$ cat src/rtl/dp_pkg.sv
package dp_pkg;
  typedef enum logic {
    ST_IDLE = 1'b0,
    ST_RUN  = 1'b1
  } dp_state_e;
endpackage

$ cat src/rtl/dp_fetch.sv
module dp_fetch #(
  parameter int ADDR_W = 8,
  parameter int CNT_W  = 8
) (
  input  logic              clk,
  input  logic              rst,
  input  logic              load,
  input  logic [ADDR_W-1:0] ld_a,
  input  logic [ADDR_W-1:0] ld_x,
  input  logic [CNT_W-1:0]  ld_n,
  output logic [ADDR_W-1:0] a_addr,
  output logic [ADDR_W-1:0] x_addr,
  output logic              rd_en,
  output logic              rd_last
);
  logic [CNT_W-1:0] rem_q;

  always_ff @(posedge clk) begin
    if (rst) begin
      rd_en  <= 1'b0;
      rem_q  <= '0;
      a_addr <= '0;
      x_addr <= '0;
    end else if (load) begin
      a_addr <= ld_a;
      x_addr <= ld_x;
      rem_q  <= ld_n;
      rd_en  <= (ld_n != '0);
    end else if (rd_en) begin
      a_addr <= a_addr + 1'b1;
      x_addr <= x_addr + 1'b1;
      rem_q  <= rem_q - 1'b1;
      rd_en  <= (rem_q != CNT_W'(1));
    end
  end

  assign rd_last = rd_en && (rem_q == CNT_W'(1));

  // reads never run past the loaded count
  p_rem_live_r3: assert property (@(posedge clk) disable iff (rst)
    rd_en |-> rem_q != '0);
  // consecutive reads step by one word
  p_addr_step_r4: assert property (@(posedge clk) disable iff (rst)
    rd_en && $past(rd_en) |-> a_addr == $past(a_addr) + 1'b1 && x_addr == $past(x_addr) + 1'b1);
endmodule

$ cat src/rtl/dp_mac.sv
module dp_mac #(
  parameter int DATA_W = 16
) (
  input  logic                clk,
  input  logic                rst,
  input  logic                clear,
  input  logic                paired,
  input  logic                issue,
  input  logic                issue_last,
  input  logic [2*DATA_W-1:0] a_word,
  input  logic [2*DATA_W-1:0] x_word,
  output logic                res_vld,
  output logic [2*DATA_W-1:0] res
);
  localparam int WORD_W = 2 * DATA_W;
  localparam int ACC_W  = 2 * DATA_W;
  localparam int LANES  = WORD_W / DATA_W;

  logic                   d_vld, d_last, m_vld, m_last;
  logic [LANES*ACC_W-1:0] lane_p, prod_q;
  logic [ACC_W-1:0]       psum, acc_q;

  // operand stage: data arrives one cycle after the read strobe
  always_ff @(posedge clk) begin
    if (rst) begin
      d_vld  <= 1'b0;
      d_last <= 1'b0;
    end else begin
      d_vld  <= issue;
      d_last <= issue_last;
    end
  end

  genvar g;
  for (g = 0; g < LANES; g++) begin : g_lane
    logic signed [DATA_W-1:0] av, xv;
    logic signed [ACC_W-1:0]  ae, xe;
    logic                     lane_on;
    assign av      = a_word[g*DATA_W +: DATA_W];
    assign xv      = x_word[g*DATA_W +: DATA_W];
    assign ae      = ACC_W'(av);
    assign xe      = ACC_W'(xv);
    assign lane_on = (g == 0) || paired;
    assign lane_p[g*ACC_W +: ACC_W] = lane_on ? ae * xe : '0;
  end

  // multiply stage
  always_ff @(posedge clk) begin
    if (rst) begin
      prod_q <= '0;
      m_vld  <= 1'b0;
      m_last <= 1'b0;
    end else begin
      m_vld  <= d_vld;
      m_last <= d_last;
      if (d_vld) prod_q <= lane_p;
    end
  end

  always_comb begin
    psum = '0;
    for (int i = 0; i < LANES; i++) psum = psum + prod_q[i*ACC_W +: ACC_W];
  end

  // accumulate stage
  always_ff @(posedge clk) begin
    if (rst) begin
      acc_q   <= '0;
      res_vld <= 1'b0;
      res     <= '0;
    end else begin
      res_vld <= m_vld && m_last;
      if (clear) acc_q <= '0;
      else if (m_vld) acc_q <= acc_q + psum;
      if (m_vld && m_last) res <= acc_q + psum;
    end
  end

  // the sum restarts from zero on every accepted command
  p_acc_clear_r2: assert property (@(posedge clk) disable iff (rst)
    clear |=> acc_q == '0);
  // one result per command
  p_res_single_r7: assert property (@(posedge clk) disable iff (rst)
    res_vld |=> !res_vld);
endmodule

$ cat src/rtl/dp_ctrl.sv
module dp_ctrl
  import dp_pkg::*;
#(
  parameter int ADDR_W = 8,
  parameter int CNT_W  = 8
) (
  input  logic              clk,
  input  logic              rst,
  input  logic              start,
  input  logic [CNT_W-1:0]  count,
  input  logic              paired,
  input  logic [ADDR_W-1:0] res_addr,
  input  logic              mac_vld,
  output logic              accept,
  output logic [CNT_W-1:0]  iters,
  output logic              paired_q,
  output logic              zero_wr,
  output logic [ADDR_W-1:0] wr_addr_q,
  output logic              busy,
  output logic              done,
  output logic              err
);
  dp_state_e state_q;
  logic      reject;
  logic      wr_now;

  assign reject = paired && count[0];
  assign accept = start && (state_q == ST_IDLE) && !reject;
  assign iters  = paired ? (count >> 1) : count;
  assign busy   = (state_q == ST_RUN);
  assign wr_now = mac_vld || zero_wr;

  always_ff @(posedge clk) begin
    if (rst) begin
      state_q   <= ST_IDLE;
      paired_q  <= 1'b0;
      zero_wr   <= 1'b0;
      wr_addr_q <= '0;
      done      <= 1'b0;
      err       <= 1'b0;
    end else begin
      done    <= 1'b0;
      err     <= 1'b0;
      zero_wr <= 1'b0;
      case (state_q)
        ST_IDLE: begin
          if (start && reject) begin
            err <= 1'b1;
          end else if (accept) begin
            state_q   <= ST_RUN;
            paired_q  <= paired;
            wr_addr_q <= res_addr;
            zero_wr   <= (count == '0);
          end
        end
        default: begin
          if (wr_now) begin
            state_q <= ST_IDLE;
            done    <= 1'b1;
          end
        end
      endcase
    end
  end

  // done is a single-cycle pulse right after the write
  p_done_single_r10: assert property (@(posedge clk) disable iff (rst)
    done |=> !done);
  p_done_after_write_r10: assert property (@(posedge clk) disable iff (rst)
    done |-> $past(wr_now));
  // a command in flight keeps its result address until it writes
  p_busy_hold_r11: assert property (@(posedge clk) disable iff (rst)
    busy && !wr_now |=> busy && $stable(wr_addr_q));
  // a rejected command never starts
  p_err_idle_r12: assert property (@(posedge clk) disable iff (rst)
    err |-> !busy);
endmodule

$ cat src/rtl/dotprod_engine.sv
module dotprod_engine #(
  parameter int DATA_W = 16,
  parameter int ADDR_W = 8,
  parameter int CNT_W  = 8
) (
  input  logic                clk,
  input  logic                rst,
  input  logic                start,
  input  logic [CNT_W-1:0]    count,
  input  logic                paired,
  input  logic [ADDR_W-1:0]   a_base,
  input  logic [ADDR_W-1:0]   x_base,
  input  logic [ADDR_W-1:0]   res_addr,
  output logic                rda_en,
  output logic [ADDR_W-1:0]   rda_addr,
  input  logic [2*DATA_W-1:0] rda_data,
  output logic                rdx_en,
  output logic [ADDR_W-1:0]   rdx_addr,
  input  logic [2*DATA_W-1:0] rdx_data,
  output logic                wr_en,
  output logic [ADDR_W-1:0]   wr_addr,
  output logic [2*DATA_W-1:0] wr_data,
  output logic                busy,
  output logic                done,
  output logic                err
);
  localparam int WORD_W = 2 * DATA_W;

  logic              accept, paired_q, zero_wr;
  logic [CNT_W-1:0]  iters;
  logic              rd_en, rd_last;
  logic              mac_vld;
  logic [WORD_W-1:0] mac_res;

  dp_ctrl #(.ADDR_W(ADDR_W), .CNT_W(CNT_W)) u_ctrl (
    .clk(clk), .rst(rst), .start(start), .count(count), .paired(paired),
    .res_addr(res_addr), .mac_vld(mac_vld), .accept(accept), .iters(iters),
    .paired_q(paired_q), .zero_wr(zero_wr), .wr_addr_q(wr_addr),
    .busy(busy), .done(done), .err(err)
  );

  dp_fetch #(.ADDR_W(ADDR_W), .CNT_W(CNT_W)) u_fetch (
    .clk(clk), .rst(rst), .load(accept), .ld_a(a_base), .ld_x(x_base),
    .ld_n(iters), .a_addr(rda_addr), .x_addr(rdx_addr),
    .rd_en(rd_en), .rd_last(rd_last)
  );

  dp_mac #(.DATA_W(DATA_W)) u_mac (
    .clk(clk), .rst(rst), .clear(accept), .paired(paired_q),
    .issue(rd_en), .issue_last(rd_last), .a_word(rda_data), .x_word(rdx_data),
    .res_vld(mac_vld), .res(mac_res)
  );

  assign rda_en  = rd_en;
  assign rdx_en  = rd_en;
  assign wr_en   = mac_vld || zero_wr;
  assign wr_data = mac_vld ? mac_res : '0;

  // the write comes only after the read phase has ended
  p_write_after_reads_r5: assert property (@(posedge clk) disable iff (rst)
    wr_en |-> !rda_en);
  // a zero-count command writes zero
  p_zero_result_r9: assert property (@(posedge clk) disable iff (rst)
    wr_en && !mac_vld |-> wr_data == '0);
endmodule

$ cat config.mk
export PLATFORM = sky130hd
export DESIGN_NAME = dotprod_engine
export DESIGN_NICKNAME = d
export VERILOG_FILES = /design/src/rtl/dp_pkg.sv /design/src/rtl/dp_fetch.sv /design/src/rtl/dp_mac.sv /design/src/rtl/dp_ctrl.sv /design/src/rtl/dotprod_engine.sv
export SDC_FILE = /design/constraint.sdc
export NUM_CORES = 2
export LEC_CHECK = 0
export ABC_AREA = 1
export BUFFER_PORTS_ARGS = -buffer_cell sky130_fd_sc_hd__buf_2
export CORE_MARGIN = 4
export CORE_UTILIZATION = 59
export CTS_CLUSTER_DIAMETER = 120
export CTS_CLUSTER_SIZE = 30
export DETAILED_ROUTE_END_ITERATION = 7
export PLACE_DENSITY_LB_ADDON = 0.15
export SYNTH_ARGS = -nofsm -noshare
export SYNTH_HDL_FRONTEND = slang
export SYNTH_HIERARCHICAL = 1
export SYNTH_SLANG_ARGS = --single-unit
$ cat constraint.sdc
create_clock -name clk -period 6.65 [get_ports clk]
set_input_delay 1.33 -clock clk [delete_from_list [all_inputs] [get_ports clk]]
set_output_delay 1.33 -clock clk [all_outputs]
set_load 0.02 [all_outputs]
==> flow_metrics.tcl <==
set metrics [dict create \
    drt_iter0_markers 1570 \
    worstSetupPathType "in -> reg" \
    vias_per_cell 5.07 \
    synth_cells 4347 \
    slowest_delay_ns 0.63 \
    maxSlewViolCount 0 \
    die_w_microns 238 \
    ys_ff_latch 171 \
    dp_hpwl_microns 64700 \
    hold_viol_final 0 \
    synth_edf_count 0 \
    skew_ns 0.0138 \
    cp.arrival_ns 6.60 \
    grt_first_pass_wirelength_microns 129000 \
    drt-pass1-iter-count 6 \
    grt_pass1_vias 26950 \
    tritoncts "built" \
    initial_core_util 0.595 \
    rows 84 \
    crit_path_end_kind "flip-flop" \
    htree_levels 4 \
    synth_area_leaders "fa_1 (36%), inv_1 (14%), nand2_1 (13%)" \
    fmax_mhz 160 \
    reg2regPathDepth 16 \
    relSlewSlack 0.256 \
    synth-async-reset-ratio 0 \
    path_depth 22 \
    max_cap_violations 0 \
    syn-num-nets 5201 \
    crit_path_max_fanout 11 \
    yosysUniqueCellTypes 51 \
    fin_nets 5324 \
    syn-cell-area_sq_mm 0.0313 \
    via_count 26189 \
    routabilityCongestion 0.959 \
    rsz0062_at_grt "false" \
    cp_slowest_cell "fa_1" \
    drcViolationCount 0 \
    cts.sinks 171 \
    cts_resized 0 \
    route.detailed.wl_per_inst_microns 14.6 \
    track_usage 0.276 \
    die_y_microns 238 \
    core-area_sq_mm 0.0526 \
    setup_viol 0 \
    area_delta_synth_final_pct 7.63 \
    synth_common_cells "inv_1 (1160), nand2_1 (1083), fa_1 (556)" \
    period_share 0.942 \
    synth_top_area_frac 0.356 \
    synth_most_common_cell "inv_1" \
    start_kind "input pin" \
    num_io_pins 162 \
    dieArea_sq_mm 0.0568 \
    synth_top_flop_cell "dfxtp_1" \
    tightest_slew_ns 1.11 \
    hold_class "reg -> reg" \
    clk_pin_slew_ns 0.06 \
    cp.buffers_inverters 5 \
    ant_nets 0 \
    crit_chain "buf_2 > nand2_1 > inv_1 > fa_1 > inv_1 > fa_1 > fa_1 > fa_1 > fa_1 > fa_1 > inv_1 > ha_1 > nand2_1 > nor2_1 > nor3b_2 > nand2_1 > nand2_1 > nand2_1 > nand3_1 > nand3_1 > nand2_1 > inv_1" \
    hold_buffers 0 \
    cts_setup_buffers 0 \
    period_needed_ns 6.26 \
    cp.required_ns 6.99 \
    synth.avg_cell_area_sq_um 7.20 \
    overflow 0 \
    portBuffers 161 \
    place_ws_ns -0.0344 \
    setup_ws_ns 0.388 \
    yosysWarningCount 6 \
    clockBufferDepth 2 \
    grt_max_degree 62 \
    seq_area_frac_synth 0.109 \
    cts-root-buf "clkbuf_16" \
    n_antenna_cell 0 \
    drive_above_1_share 0.0794 \
    antenna_found_initial 0 \
    min_path_cells 2 \
    drt-total-wl_microns 75700 \
    yosys.area.top_type "fa_1" \
    status "complete, no violations" \
    cts_buffers 17 \
    cp_top_family "adder cells" \
    clk_latency_ns 0.43 \
]
area by class of cell:
class / count / area [sq um]
multi-input combinational: 2841 / 22800
tap: 688 / 861
inverter: 1166 / 4380
fill: 4822 / 18900
clock inverter: 10 / 119
sequential: 171 / 3420
clock buffer: 20 / 467
timing repair buffer: 273 / 1670
state kept, by name, summed over array words and instances, names as in the netlist:
name	flops
u_mac/d_last	1
u_fetch/a_addr	8
u_mac/m_vld	1
u_ctrl/busy	1
u_ctrl/zero_wr	1
u_mac/res_vld	1
u_ctrl/wr_addr_q	8
u_ctrl/paired_q	1
u_mac/d_vld	1
u_ctrl/err	1
u_mac/m_last	1
u_ctrl/done	1
u_fetch/rem_q	8
u_fetch/x_addr	8
u_mac/prod_q	64
u_mac/acc_q	32
u_fetch/rd_en	1
u_mac/res	32
through the flow:
stage,utilization,hold WS (ns),cell area (sq um),instances,setup TNS (ns)
2_1_floorplan,-,0.388,31300,4347,0
3_3_place_gp,0.630,0.400,33100,5139,-0.181
3_5_place_dp,0.630,0.402,33100,5139,-0.0802
4_1_cts,0.641,0.416,33700,5169,0
5_1_grt,0.641,0.453,33700,5169,0
6_report,0.641,0.415,33700,5169,0
path summary, 6_finish.rpt:
check                                startpoint  slack (ns)               end
worst max-delay path               rda_data[15]        0.39  u_mac/prod_q[23]
worst min-delay path               u_mac/d_last        0.42      u_mac/m_last
worst max register to register  u_mac/prod_q[1]        3.77   u_mac/acc_q[29]
worst min register to register     u_mac/d_last        0.42      u_mac/m_last
worst register-to-register path, delay by kind of cell (launching register included):
| kind | cells | cell delay, ns |
|---|---|---|
| adders and majority gates | 3 | 1.19 |
| DFF | 1 | 0.35 |
| buffers and inverters | 3 | 0.19 |
| and+or+nand+nor | 10 | 1.08 |
placed cells by master, fill, tap and decap left out, types with 100 or more instances in the layout:
| cell type | count |
|---|---|
| a21oi_1 | 148 |
| buf_2 | 160 |
| buf_4 | 111 |
| dfxtp_1 | 170 |
| fa_1 | 556 |
| ha_1 | 198 |
| inv_1 | 1159 |
| nand2_1 | 1083 |
| nand3_1 | 205 |
| nor2_1 | 344 |
| o21ai_0 | 100 |
layer usage:
layer  global-route usage  up-vias  share of wire
li1                     -    12878              -
met1                0.365    12523           0.43
met2                0.489      645           0.51
met3               0.0236      143          0.040
met4               0.0776        0          0.028
met5                    0        -              0
kinds of logic after synthesis:
group                    share of synthesized area
XOR/XNOR                                    0.0115
adder cells (fa/ha/maj)                      0.435
AO/OA/AOI/OAI                               0.0541
AND/OR/NAND/NOR                              0.227
buffers and inverters                        0.163
flip-flops                                   0.109
Power is not shown: default switching activity piles up to over one toggle a cycle in this logic, so the estimate is an artifact.
